`config.mk`:
```
export PLATFORM = sky130hd
export DESIGN_NAME = sample_trigger_ctrl
export DESIGN_NICKNAME = d
export VERILOG_FILES = /design/src/rtl/sample_trigger_pkg.sv /design/src/rtl/start_pin_sync.sv /design/src/rtl/async_flag_track.sv /design/src/rtl/conv_timer.sv /design/src/rtl/sample_seq.sv /design/src/rtl/sample_trigger_ctrl.sv
export SDC_FILE = /design/constraint.sdc
export NUM_CORES = 1
export LEC_CHECK = 0
export BUFFER_PORTS_ARGS = -buffer_cell sky130_fd_sc_hd__buf_2
export CAP_MARGIN = 20
export CORE_MARGIN = 1.5
export CORE_UTILIZATION = 45
export CTS_BUF_LIST = sky130_fd_sc_hd__clkbuf_4 sky130_fd_sc_hd__clkbuf_8 sky130_fd_sc_hd__clkbuf_16
export DETAILED_ROUTE_END_ITERATION = 10
export PLACE_DENSITY = 0.68
export SLEW_MARGIN = 20
export SYNTH_ARGS = -nofsm -noshare
export SYNTH_HDL_FRONTEND = slang
export SYNTH_SLANG_ARGS = --single-unit
```
`constraint.sdc`:
```
create_clock -name clk -period 1.55 [get_ports clk]
set_input_delay 0 -clock clk [delete_from_list [all_inputs] [get_ports clk]]
set_output_delay 0 -clock clk [all_outputs]
set_load 0.1 [all_outputs]
```
`src/rtl/sample_trigger_pkg.sv`:
```
package sample_trigger_pkg;

    typedef enum logic [2:0] {
        PH_IDLE,
        PH_NSAMP,
        PH_XSAMP,
        PH_XWAIT1,
        PH_XWAIT2
    } phase_e;

    typedef struct packed {
        phase_e phase;
        logic   samp;
        logic   hold;
        logic   cstart;
        logic   drop;
    } seq_state_t;

    typedef struct packed {
        logic flag;
        logic inhibit;
    } flag_state_t;

endpackage

```
`src/rtl/start_pin_sync.sv`:
```
module start_pin_sync #(
    parameter int STAGES = 2
) (
    input  logic clk,
    input  logic rst_n,
    input  logic pin_n,
    output logic level,
    output logic fall,
    output logic rise
);
    localparam int W = STAGES + 1;

    logic [W-1:0] chain_d, chain_q;

    always_comb begin
        chain_d = {chain_q[W-2:0], pin_n};
    end

    always_ff @(posedge clk or negedge rst_n) begin
        if (!rst_n) chain_q <= '1;
        else        chain_q <= chain_d;
    end

    assign level = chain_q[W-2];
    assign fall  = chain_q[W-1] & ~chain_q[W-2];
    assign rise  = ~chain_q[W-1] & chain_q[W-2];

endmodule

```
`src/rtl/async_flag_track.sv`:
```
module async_flag_track
    import sample_trigger_pkg::*;
(
    input  logic clk,
    input  logic rst_n,
    input  logic set_i,
    input  logic cs_fall_i,
    input  logic cs_rise_i,
    output logic flag_o,
    output logic inhibit_o
);
    flag_state_t d, q;

    always_comb begin
        d = q;
        if (cs_fall_i) d.inhibit = q.flag;
        if (cs_rise_i) d.flag = 1'b0;
        if (set_i)     d.flag = 1'b1;
    end

    always_ff @(posedge clk or negedge rst_n) begin
        if (!rst_n) q <= '0;
        else        q <= d;
    end

    assign flag_o    = q.flag;
    assign inhibit_o = q.inhibit;


    flag_clear_chk: assert property (@(posedge clk) disable iff (!rst_n)
        (cs_rise_i && !set_i) |=> !flag_o);


    flag_set_chk: assert property (@(posedge clk) disable iff (!rst_n)
        set_i |=> flag_o);

endmodule

```
`src/rtl/conv_timer.sv`:
```
module conv_timer #(
    parameter int CONV_CYCLES = 6
) (
    input  logic clk,
    input  logic rst_n,
    input  logic load_i,
    output logic busy_o
);
    localparam int CNT_W = $clog2(CONV_CYCLES + 1);
    localparam logic [CNT_W-1:0] LAST = CNT_W'(CONV_CYCLES - 1);

    typedef struct packed {
        logic             busy;
        logic [CNT_W-1:0] cnt;
    } tmr_t;

    tmr_t d, q;

    always_comb begin
        d = q;
        if (load_i) begin
            d.busy = 1'b1;
            d.cnt  = LAST;
        end else if (q.busy) begin
            if (q.cnt == '0) d.busy = 1'b0;
            else             d.cnt  = q.cnt - 1'b1;
        end
    end

    always_ff @(posedge clk or negedge rst_n) begin
        if (!rst_n) q <= '0;
        else        q <= d;
    end

    assign busy_o = q.busy;


    no_load_busy_chk: assert property (@(posedge clk) disable iff (!rst_n)
        load_i |-> !busy_o);

endmodule

```
`src/rtl/sample_seq.sv`:
```
module sample_seq
    import sample_trigger_pkg::*;
(
    input  logic clk,
    input  logic rst_n,
    input  logic start_fall_i,
    input  logic start_rise_i,
    input  logic start_lvl_i,
    input  logic edge4_i,
    input  logic edge10_i,
    input  logic inhibit_i,
    input  logic busy_i,
    output logic set_flag_o,
    output logic cstart_d_o,
    output logic samp_o,
    output logic hold_o,
    output logic cstart_o,
    output logic drop_o
);
    seq_state_t d, q;

    always_comb begin
        d        = q;
        d.hold   = 1'b0;
        d.cstart = 1'b0;
        d.drop   = 1'b0;
        set_flag_o = 1'b0;
        unique case (q.phase)
            PH_IDLE: begin
                if (start_fall_i && !busy_i) begin
                    d.phase = PH_XSAMP;
                    d.drop  = 1'b1;
                end else if (edge4_i && start_lvl_i && !inhibit_i && !busy_i) begin
                    d.phase = PH_NSAMP;
                end
            end
            PH_NSAMP: begin
                if (start_fall_i) begin
                    d.phase = PH_XSAMP;
                    d.drop  = 1'b1;
                end else if (edge10_i) begin
                    d.phase  = PH_IDLE;
                    d.hold   = 1'b1;
                    d.cstart = 1'b1;
                end
            end
            PH_XSAMP: begin
                if (start_rise_i) begin
                    d.phase    = PH_XWAIT1;
                    d.hold     = 1'b1;
                    set_flag_o = 1'b1;
                end
            end
            PH_XWAIT1: d.phase = PH_XWAIT2;
            PH_XWAIT2: begin
                d.phase  = PH_IDLE;
                d.cstart = 1'b1;
            end
            default: d.phase = PH_IDLE;
        endcase
        d.samp = (d.phase == PH_NSAMP) || (d.phase == PH_XSAMP);
    end

    always_ff @(posedge clk or negedge rst_n) begin
        if (!rst_n) q <= '{phase: PH_IDLE, default: 1'b0};
        else        q <= d;
    end

    assign cstart_d_o = d.cstart;
    assign samp_o     = q.samp;
    assign hold_o     = q.hold;
    assign cstart_o   = q.cstart;
    assign drop_o     = q.drop;


    samp_hold_excl_chk: assert property (@(posedge clk) disable iff (!rst_n)
        !(samp_o && hold_o));


    cstart_single_chk: assert property (@(posedge clk) disable iff (!rst_n)
        cstart_o |=> !cstart_o);


    ext_cstart_delay_chk: assert property (@(posedge clk) disable iff (!rst_n)
        (hold_o && !cstart_o) |-> ##2 cstart_o);


    inhibit_no_open_chk: assert property (@(posedge clk) disable iff (!rst_n)
        (q.phase == PH_IDLE && inhibit_i && edge4_i && !start_fall_i) |=> !samp_o);

endmodule

```
`src/rtl/sample_trigger_ctrl.sv`:
```
module sample_trigger_ctrl #(
    parameter int SYNC_STAGES = 2,
    parameter int CONV_CYCLES = 6
) (
    input  logic clk,
    input  logic rst_n,
    input  logic start_n_pin,
    input  logic cs_fall_stb,
    input  logic cs_rise_stb,
    input  logic edge4_stb,
    input  logic edge10_stb,
    output logic sample_en,
    output logic hold_pulse,
    output logic conv_start,
    output logic conv_inhibit,
    output logic result_drop,
    output logic async_flag,
    output logic conv_busy
);
    logic pin_lvl, pin_fall, pin_rise;
    logic set_flag, cstart_next;

    start_pin_sync #(.STAGES(SYNC_STAGES)) u_sync (
        .clk   (clk),
        .rst_n (rst_n),
        .pin_n (start_n_pin),
        .level (pin_lvl),
        .fall  (pin_fall),
        .rise  (pin_rise)
    );

    sample_seq u_seq (
        .clk          (clk),
        .rst_n        (rst_n),
        .start_fall_i (pin_fall),
        .start_rise_i (pin_rise),
        .start_lvl_i  (pin_lvl),
        .edge4_i      (edge4_stb),
        .edge10_i     (edge10_stb),
        .inhibit_i    (conv_inhibit),
        .busy_i       (conv_busy),
        .set_flag_o   (set_flag),
        .cstart_d_o   (cstart_next),
        .samp_o       (sample_en),
        .hold_o       (hold_pulse),
        .cstart_o     (conv_start),
        .drop_o       (result_drop)
    );

    async_flag_track u_flag (
        .clk       (clk),
        .rst_n     (rst_n),
        .set_i     (set_flag),
        .cs_fall_i (cs_fall_stb),
        .cs_rise_i (cs_rise_stb),
        .flag_o    (async_flag),
        .inhibit_o (conv_inhibit)
    );

    conv_timer #(.CONV_CYCLES(CONV_CYCLES)) u_tmr (
        .clk    (clk),
        .rst_n  (rst_n),
        .load_i (cstart_next),
        .busy_o (conv_busy)
    );


    busy_follows_start_chk: assert property (@(posedge clk) disable iff (!rst_n)
        conv_start |-> conv_busy);

endmodule

```
==> summary.txt, run 1 <==
Outcome
  – Status: completed

Floorplanning
  – Num rows: 14
  – Io pins: 14
  – DIE WIDTH: between 40 and 50 um
  – Initial Util: 0.478
  – Die Area: between 0.0015 and 0.002 mm^2
  – Core area: ~0.0015 mm^2
  – Die Height: roughly 43 um

Timing
  – Final Setup Violations: 0
  – Fin Hold WS: between 15 and 20 ps
  – Final period util: 0.827
  – Hold Vio Cnt, Final: 0
  – RSZ-0062 raised after global routing: false
  – Slew margin rel.: 0.677
  – Max-slew violation count: 0
  – TNS Setup: 0 ps
  – Worst Tran Pin Value: between 400 and 500 ps
  – Max Fclk: between 0.7 and 0.8 GHz
  – Minimum clock period: about 1300 ps
  – Clock skew: around 6.4 ps

Global routing
  – Global route total overflow: 0
  – Vias in the first global route: roughly 520
  – Initial antenna violation count: 0
  – First-pass GRT wire length: 2220 um
  – Total Routing Usage GR: 0.164
  – Largest net degree at the start of global routing: 17

Synthesis
  – Library cells used by synthesis: 32
  – Leading area contributor after synthesis: dfrtp_1
  – Ranking of synthesized cells by area: dfrtp_1, dfstp_2, ha_1
  – Share of the yosys chip area belonging to registers: 0.561
  – Syn Inst Count: 62
  – Syn Area/Cell: between 10 and 15 um^2
  – Flops & latches, synth: 16
  – Yosys warns: 0
  – Area of the mapped netlist: between 700 and 800 um^2
  – Post-synthesis net count: about 70
  – Top cell type's share of synthesized area: 0.451

Detailed routing
  – Vias per cell: about 5.5
  – DR vias: ~540
  – DR DRC count: 0
  – Pre-antenna DRT Iters: 4
  – DRT antenna net count: 0
  – Total wire length: around 1200 um
  – Post-DR wirelength/cell: 12.6 um
  – DRT iter0 DRCs: 11

Setup path
  – CP Max Fanout: 5
  – Crit path launch type: flop
  – Critical path required time: about 1800 ps
  – Worst Path Arrival: between 1000 and 1500 ps
  – Crit Path Category: reg -> reg
  – Worst r2r path cells: 5
  – CP endpoint kind: flop

CTS
  – TritonCTS Buffers: 3
  – # resized after CTS: 0
  – Clock Path Buffers: 2
  – Root Buffer: clkbuf_4
  – Clk_lat worst skew: roughly 280 ps
  – Clk sinks: 16
  – CTS Hold Bufs: 4
  – # Post-CTS Setup Buffers: 0
  – CTS H-Tree Depth: 1
  – CTS tree: built
  – Worst-path clk slew: 90 ps

Power and ir drop
  – Tot Pwr: approximately 1.9 mW
  – Worst VDD drop: a little over 0.8 mV
  – PD cells: between 2000 and 2500 mW/mm^2
  – Leakage: 0.412 nW

Placed design
  – DP Area: 796 um^2
  – Gpl congestion: between 0.7 and 0.8
  – IO buf count: 13
  – DPL Wire Length: just under 900 um

Final layout
  – Nets@finish: roughly 90
  – Final instance area: 866 um^2
  – Antenna Cells: 0
  – Area Growth Syn to Fin: 20.1%
  – Share of layout cells above drive strength 1: 0.329
  – Final Core Density: 0.575

Worst hold path
  – Hold path cells: 3
  – Hold Crit Class: in -> reg

Flow run
  – # Max-Cap Violations: 0
## flip-flops by register name, indices dropped and copies added (netlist names)
register / count
u_flag.inhibit_o: 1
u_seq.q: 3
u_tmr.busy_o: 1
u_seq.drop_o: 1
u_seq.samp_o: 1
u_sync.chain_q: 3
u_seq.hold_o: 1
u_seq.cstart_o: 1
u_flag.flag_o: 1
u_tmr.q: 3
## worst paths after layout
check,start,endpoint,slack (ps)
max,u_tmr.q[0],u_tmr.q[1],270
min,edge10_stb,u_seq.hold_o,20
min reg2reg,u_sync.chain_q[0],u_sync.chain_q[1],360
max in group asynchronous,rst_n,u_sync.chain_q[2],1090
min in group asynchronous,rst_n,u_seq.q[6],150
max reg2reg,u_tmr.q[0],u_tmr.q[1],270
## logic make-up (layout without fill, tap and decap cells)
| logic type | count (synthesis) | after routing | share of synthesized area |
|---|---|---|---|
| AND/OR/NAND/NOR | 19 | 19 | 0.174 |
| AO/OA/AOI/OAI | 16 | 16 | 0.160 |
| flip-flops | 16 | 16 | 0.561 |
| buffers and inverters | 8 | 28 | 0.0556 |
| adder cells (fa/ha/maj) | 2 | 2 | 0.0347 |
| multiplexers | 1 | 1 | 0.0156 |
## through the flow
| stage | worst slack (ps) | std cells |
|---|---|---|
| finish | 268 | 98 |
| global route | 142 | 98 |
| CTS | 267 | 98 |
| detailed placement | 269 | 90 |
| global placement | 277 | 90 |
| floorplan | 122 | 62 |
## layer usage
metal  wire [um]  vias up  track usage
li1            -      264            -
met1         556      245        0.220
met2         602       24        0.248
met3          71        2       0.0426
met4           8        0       0.0727
met5           0        -            0
## synth_stat cells
library cell,count
o32ai_2,1
a22oi_1,1
a211o_1,1
a31oi_1,1
ha_1,2
nand3b_1,1
o31ai_1,2
and2b_1,1
nor2b_1,1
nand4bb_1,1
inv_4,1
buf_6,1
o21ai_0,3
o2111ai_1,1
nor3b_1,1
nand2b_1,2
o22ai_1,1
dfrtp_1,13
mux2_2,1
nor3_1,2
a32oi_1,1
inv_1,6
o21bai_1,1
nand3_1,1
or3_1,2
and3_2,1
nand2_1,2
nor4b_1,1
nor2_1,1
a21oi_1,3
nor2b_2,2
dfstp_2,3
## layout by cell type, fill, tap and decap left out, types with 2 or more instances in the layout
cell type      count
inv_1              6
nor2b_2            2
dfrtp_1           12
ha_1               2
nand2b_1           2
nor3_1             2
dlygate4sd3_1      4
or3_1              2
dfstp_2            3
o31ai_1            2
o21ai_0            3
nand2_1            2
a21oi_1            3
buf_2             13
clkbuf_4           4
## cell type report
| cell class | instances | area (um^2) |
|---|---|---|
| timing repair buffer | 17 | 105 |
| inverter | 7 | 28.8 |
| sequential | 16 | 405 |
| clock buffer | 4 | 30.0 |
| multi-input combinational | 38 | 277 |
| fill | 124 | 641 |
| tap | 16 | 20.0 |
## report_power, final
group          internal [mW]  switching (mW)  total [mW]
Sequential             0.559           0.134       0.693
Combinational          0.245           0.700       0.945
Clock                  0.117           0.119       0.236
## critical path: stages (launching register included)
cell and delay [ps]:
dfrtp_1 360, inv_1 60, ha_1 200, nor2b_1 160
or3_1 310, a21oi_1 120
(Power assumes the default switching activity.)
==> inputs of run 2 (changes only) <==
==> constraint.sdc (replaced) <==
create_clock -name clk -period 1.3 [get_ports clk]
set_input_delay 0 -clock clk [delete_from_list [all_inputs] [get_ports clk]]
set_output_delay 0 -clock clk [all_outputs]
set_load 0.1 [all_outputs]
==> run 2 against run 1 <==
Sequential cell count unchanged. Fmax decreased by 0.22%. Sequential power rose by 17%. Cell count is 3.1% higher. Critical endpoint unchanged. Count of clock-buffer cells in the layout unchanged. Combinational power is 33% higher. Register-to-register slack lost 250 ps. Via count grew 0.93%.
==> summary.txt, run 2 (synthesized netlist as in run 1, its figures left out) <==
Outcome
  – Status: completed (unchanged)

Worst hold path
  – Hold Crit Class: in -> reg (unchanged)

Final layout
  – Share of layout cells above drive strength 1: 0.424 (was 0.329)
  – Nets@finish: 95 (was 92)
  – Fillers: 116 (was 124)
  – Most common cell after layout, fill and taps aside: buf_2 (unchanged)
  – Area Growth Syn to Fin: 26.7% (was 20.1%)
  – Antenna Cells: 0 (unchanged)
  – Biggest regs: u_seq.q x3, u_sync.chain_q x3, u_tmr.q x3 (unchanged)
  – Finished Layout Cells: 101 (was 98)
  – Most frequent cells in the layout: buf_2, dfrtp_1, inv_1, clkbuf_4, dlygate4sd3_1 (was buf_2, dfrtp_1, inv_1)

Setup path
  – Critical path required time: 1510 ps (was 1760 ps)
  – Worst Path Arrival: 1490 ps (about the same)
  – R2r endpoint: u_tmr.q[1] (unchanged)
  – CP Max Fanout: 3 (was 5)
  – Worst reg-to-reg setup slack: 20 ps (was 270 ps)
  – Crit path launch type: flop (unchanged)
  – R2R Path Start: u_tmr.q[0] (unchanged)
  – Setup crit start: u_tmr.q[0] (unchanged)
  – Worst r2r path cells: 4 (was 5)
  – Crit Path Category: reg -> reg (unchanged)
  – CP endpoint kind: flop (unchanged)
  – CP endpoint: u_tmr.q[1] (unchanged)

Detailed routing
  – DR vias: 540 (was 535)
  – Vias per cell: 5.35 (was 5.46)
  – Post-DR wirelength/cell: 13.2 um (was 12.6 um)
  – Total wire length: 1330 um (was 1240 um)
  – DR DRC count: 0 (unchanged)
  – Pre-antenna DRT Iters: 4 (unchanged)
  – DRT antenna net count: 0 (unchanged)
  – DRT iter0 DRCs: 11 (unchanged)

Timing
  – Final period util: 0.988 (was 0.827)
  – Worst Tran Pin Value: 484 ps (was 487 ps)
  – Clock skew: 1.37 ps (was 6.38 ps)
  – Minimum clock period: 1280 ps (about the same)
  – Max-slew violation count: 0 (unchanged)
  – Final Setup Violations: 0 (unchanged)
  – RSZ-0062 raised after global routing: true (was false)
  – Hold Vio Cnt, Final: 0 (unchanged)
  – Final WS setup: 15.1 ps (was 268 ps)
  – Slew margin rel.: 0.679 (was 0.677)
  – Max Fclk: 0.778 GHz (was 0.780 GHz)

Global routing
  – First-pass GRT wire length: 2160 um (was 2220 um)
  – Global route total overflow: 0 (unchanged)
  – Largest net degree at the start of global routing: 17 (unchanged)
  – Total Routing Usage GR: 0.160 (was 0.164)
  – Vias in the first global route: 510 (was 517)
  – Initial antenna violation count: 0 (unchanged)

CTS
  – # Post-CTS Setup Buffers: 0 (unchanged)
  – CTS H-Tree Depth: 1 (unchanged)
  – Worst-path clk slew: 90 ps (about the same)
  – TritonCTS Buffers: 3 (unchanged)
  – Root Buffer: clkbuf_4 (unchanged)
  – CTS tree: built (unchanged)
  – Clk sinks: 16 (unchanged)
  – Clk_lat worst skew: 270 ps (was 280 ps)
  – Clock Path Buffers: 2 (unchanged)

Floorplanning
  – Initial Util: 0.478 (unchanged)
  – Die Area: 0.00185 mm^2 (unchanged)
  – Die Height: 43.0 um (unchanged)
  – Io pins: 14 (unchanged)
  – Core area: 0.00151 mm^2 (unchanged)
  – Num rows: 14 (unchanged)
  – DIE WIDTH: 43.0 um (unchanged)

Placed design
  – DPL Wire Length: 940 um (was 881 um)
  – Placement Setup Slack: 3.90 ps (was 269 ps)
  – Dpl cells: 93 (was 90)
  – Gpl congestion: 0.768 (was 0.776)
  – IO buf count: 13 (unchanged)

Power and ir drop
  – Leakage: 0.433 nW (was 0.412 nW)
  – Worst VDD drop: 0.962 mV (was 0.809 mV)
  – PD cells: 2590 mW/mm^2 (was 2170 mW/mm^2)

Flow run
  – # Max-Cap Violations: 0 (unchanged)
-- run 2: final cells by class --
class                   instances  area [um^2]  share of cell area
inverters                       7         28.8              0.0315
multi-input cells              38          298               0.326
repair buffers                 20          128               0.140
clock buffers                   4         30.0              0.0329
flip-flops and latches         16          409               0.448
well taps                      16         20.0              0.0219
-- run 2: where the power goes --
group          switching, mW  total (mW)  internal, mW
Clock                  0.147       0.287         0.140
Sequential             0.136       0.812         0.675
Combinational          0.900        1.26         0.365
Total                   1.18        2.36          1.18
-- run 2: how the worst min path moves through the flow --
stage,start,to,slack (ps),cells past startpoint
floorplan,rst_n,u_flag.flag_o,-300,0
global placement,rst_n,u_seq.q[4],-70,1
detailed placement,rst_n,u_seq.q[4],-70,1
CTS,edge10_stb,u_seq.hold_o,5,3
global route,edge10_stb,u_seq.hold_o,20,3
finish,edge10_stb,u_seq.hold_o,20,3
-- run 2: timing repair --
| item | 4_1_cts | 5_1_grt |
|---|---|---|
| hold buffers | 4 | 0 |
| endpoints found under the hold margin | 19 | 0 |
| endpoints found under the setup margin | 0 | 5 |
| gates resized for setup | 0 | 7 |
-- run 2: routing by layer --
layer | part of all wire | global-route usage | wire length (um) | vias up
met4 | 0.012 | 0.0545 | 16 | 0
li1 | - | - | - | 267
met5 | 0 | 0 | 0 | -
met2 | 0.49 | 0.270 | 650 | 11
met1 | 0.46 | 0.199 | 610 | 260
met3 | 0.041 | 0.0383 | 54 | 2
-- run 2: worst max-delay path: stages (launching register included) --
cell and delay, ps:
dfrtp_1 410, inv_2 70, ha_2 260, or3_1 340
a21oi_1 140
-- run 2: stage by stage --
stage | cell area, um^2 | hold slack [ps] | util | TNS [ps] | total power [mW]
CTS | 892 | 5.24 | 0.592 | 0 | 2.32
finish | 913 | 16.3 | 0.606 | 0 | 2.36
detailed placement | 822 | -72.9 | 0.546 | 0 | 2.02
global placement | 822 | -69.5 | 0.546 | 0 | 2.00
floorplan | 726 | -296 | - | 0 | 1.76
global route | 913 | 18.5 | 0.606 | -41.3 | 2.51
==> inputs of run 3 (changes only) <==
--- a/config.mk
+++ b/config.mk
@@ -6,7 +6,6 @@
 export NUM_CORES = 1
 export LEC_CHECK = 0
 export BUFFER_PORTS_ARGS = -buffer_cell sky130_fd_sc_hd__buf_2
-export CAP_MARGIN = 20
 export CORE_MARGIN = 1.5
 export CORE_UTILIZATION = 45
 export CTS_BUF_LIST = sky130_fd_sc_hd__clkbuf_4 sky130_fd_sc_hd__clkbuf_8 sky130_fd_sc_hd__clkbuf_16
==> constraint.sdc (replaced) <==
create_clock -name clk -period 1.3 [get_ports clk]
set_input_delay 0.13 -clock clk [delete_from_list [all_inputs] [get_ports clk]]
set_output_delay 0.13 -clock clk [all_outputs]
set_load 0.1 [all_outputs]
==> run 3 against run 2 <==
First-iteration DRC count is 45% lower. Non-clock buffer count unchanged. Largest cell class unchanged. Cell count stayed put. Sequential cell count stayed put. Highest routed layer unchanged. Critical endpoint unchanged. Hold slack got worse by 2.8 ps.
==> summary.txt, run 3 (synthesized netlist as in run 1, its figures left out) <==
Final layout
  – Area Growth Syn to Fin: 29.3% (was 26.7%)
  – Share of layout cells above drive strength 1: 0.459 (was 0.424)
  – Most common cell after layout, fill and taps aside: buf_2 (unchanged)
  – Nets@finish: 95 (unchanged)
  – Most frequent cells in the layout: buf_2, dfrtp_1, buf_4 (was buf_2, dfrtp_1, inv_1, clkbuf_4, dlygate4sd3_1)
  – Antenna Cells: 0 (unchanged)
  – Biggest regs: u_seq.q x3, u_sync.chain_q x3, u_tmr.q x3 (unchanged)

Global routing
  – Vias in the first global route: 476 (was 510)
  – First-pass GRT wire length: 2070 um (was 2160 um)
  – Global route total overflow: 0 (unchanged)
  – Largest net degree at the start of global routing: 17 (unchanged)
  – Total Routing Usage GR: 0.163 (was 0.160)
  – Initial antenna violation count: 0 (unchanged)

CTS
  – TritonCTS Buffers: 3 (unchanged)
  – Clk_lat worst skew: 290 ps (was 270 ps)
  – Root Buffer: clkbuf_4 (unchanged)
  – Worst-path clk slew: 100 ps (was 90 ps)
  – CTS tree: built (unchanged)
  – Clock Path Buffers: 2 (unchanged)
  – Clk sinks: 16 (unchanged)
  – CTS H-Tree Depth: 1 (unchanged)

Placed design
  – IO buf count: 13 (unchanged)
  – DPL Wire Length: 911 um (was 940 um)
  – Placement Setup Slack: 5.56 ps (was 3.90 ps)
  – Gpl congestion: 0.782 (was 0.768)

Detailed routing
  – Post-DR wirelength/cell: 12.8 um (was 13.2 um)
  – DRT iter0 DRCs: 6 (was 11)
  – DR vias: 550 (was 540)
  – Vias per cell: 5.45 (was 5.35)
  – Total wire length: 1290 um (was 1330 um)
  – DR DRC count: 0 (unchanged)
  – DRT antenna net count: 0 (unchanged)
  – Pre-antenna DRT Iters: 4 (unchanged)

Setup path
  – Crit Path Category: reg -> reg (unchanged)
  – Worst Path Arrival: 1510 ps (was 1490 ps)
  – Critical path required time: 1520 ps (was 1510 ps)
  – CP endpoint kind: flop (unchanged)
  – CP Max Fanout: 5 (was 3)
  – Crit path launch type: flop (unchanged)

Timing
  – Clock skew: 7.62 ps (was 1.37 ps)
  – Final period util: 0.994 (was 0.988)
  – Max-slew violation count: 0 (unchanged)
  – Final Setup Violations: 0 (unchanged)
  – Final WS setup: 8.01 ps (was 15.1 ps)
  – Slew margin rel.: 0.678 (was 0.679)
  – Fin Hold WS: 13.5 ps (was 16.3 ps)
  – Minimum clock period: 1290 ps (was 1280 ps)
  – RSZ-0062 raised after global routing: true (unchanged)
  – Hold Vio Cnt, Final: 0 (unchanged)
  – Max Fclk: 0.774 GHz (was 0.778 GHz)
  – TNS Setup: 0 ps (unchanged)
  – Worst Tran Pin Value: 486 ps (was 484 ps)

Power and ir drop
  – Gate power share: 0.548 (was 0.535)
  – Clock share of power: 0.131 (was 0.121)
  – Int Power: 1.30 mW (was 1.18 mW)
  – Flop pwr share: 0.320 (was 0.343)
  – Switching power: 1.20 mW (was 1.18 mW)
  – PD cells: 2690 mW/mm^2 (was 2590 mW/mm^2)
  – Leakage: 0.440 nW (was 0.433 nW)
  – Worst VDD drop: 1.26 mV (was 0.962 mV)
  – Sw frac: 0.481 (was 0.501)

Worst hold path
  – Hold Crit Class: in -> reg (unchanged)

Floorplanning
  – Io pins: 14 (unchanged)
  – Core area: 0.00151 mm^2 (unchanged)
  – Die Area: 0.00185 mm^2 (unchanged)
  – Num rows: 14 (unchanged)
  – Initial Util: 0.478 (unchanged)
  – DIE WIDTH: 43.0 um (unchanged)
  – Die Height: 43.0 um (unchanged)

Outcome
  – Status: completed (unchanged)

Flow run
  – # Max-Cap Violations: 0 (unchanged)
run 3: cell count changes in the layout (fill, tap and decap cells not counted), sizes merged:
cell / change
dlygate4sd3: -2
buf: +2
run 3: final cells by class:
type / instances / area, um^2
timing repair buffer: 20 / 138
inverter: 7 / 28.8
fill: 126 / 574
multi-input combinational: 38 / 300
sequential: 16 / 409
clock buffer: 4 / 36.3
tap: 16 / 20.0
run 3: worst paths after layout:
path / startpoint / endpoint / slack, ps / depth (start not counted)
max in group asynchronous: rst_n / u_sync.chain_q[2] / 740 / 2
min in group asynchronous: rst_n / u_seq.samp_o / 260 / 2
worst min-delay path: cs_rise_stb / u_flag.flag_o / 10 / 2
worst min register to register: u_sync.chain_q[0] / u_sync.chain_q[1] / 360 / 0
worst max register to register: u_tmr.q[1] / u_tmr.q[1] / 8 / 5
worst max-delay path: u_tmr.q[1] / u_tmr.q[1] / 8 / 5
run 3: power groups by stage:
stage          clock, mW  combinational [mW]  sequential (mW)
2_1_floorplan          0               0.430             1.33
3_3_place_gp           0                1.25            0.796
3_5_place_dp           0                1.26            0.797
4_1_cts            0.341                1.27            0.788
5_1_grt            0.361                1.45            0.818
6_report           0.329                1.37            0.802
run 3: worst max-delay path: stages, from the launching register on:
cell and delay [ps]:
dfrtp_1 380, inv_2 50, ha_2 170, nor2b_4 140, or3_4 360, a21oi_2 130
run 3: stage by stage:
stage          power (mW)  utilization  area [um^2]  cells
2_1_floorplan        1.76            -          726     62
3_3_place_gp         2.05        0.556          837     93
3_5_place_dp         2.06        0.556          837     93
4_1_cts              2.40        0.593          893     99
5_1_grt              2.63        0.619          932    101
6_report             2.50        0.619          932    101
run 3: metal layers:
layer,track usage,vias to the layer above,wire (um)
met5,0,-,0
met4,0.127,0,42
met3,0.0511,4,55
met2,0.252,13,591
met1,0.183,260,600
li1,-,273,-
run 3: what timing repair did:
| action | CTS | global route |
|---|---|---|
| buffers inserted | 0 | 2 |
| gates resized for setup | 0 | 8 |
| endpoints found under the setup margin | 0 | 3 |
| hold endpoints to repair | 14 | 0 |
| hold buffers | 2 | 0 |
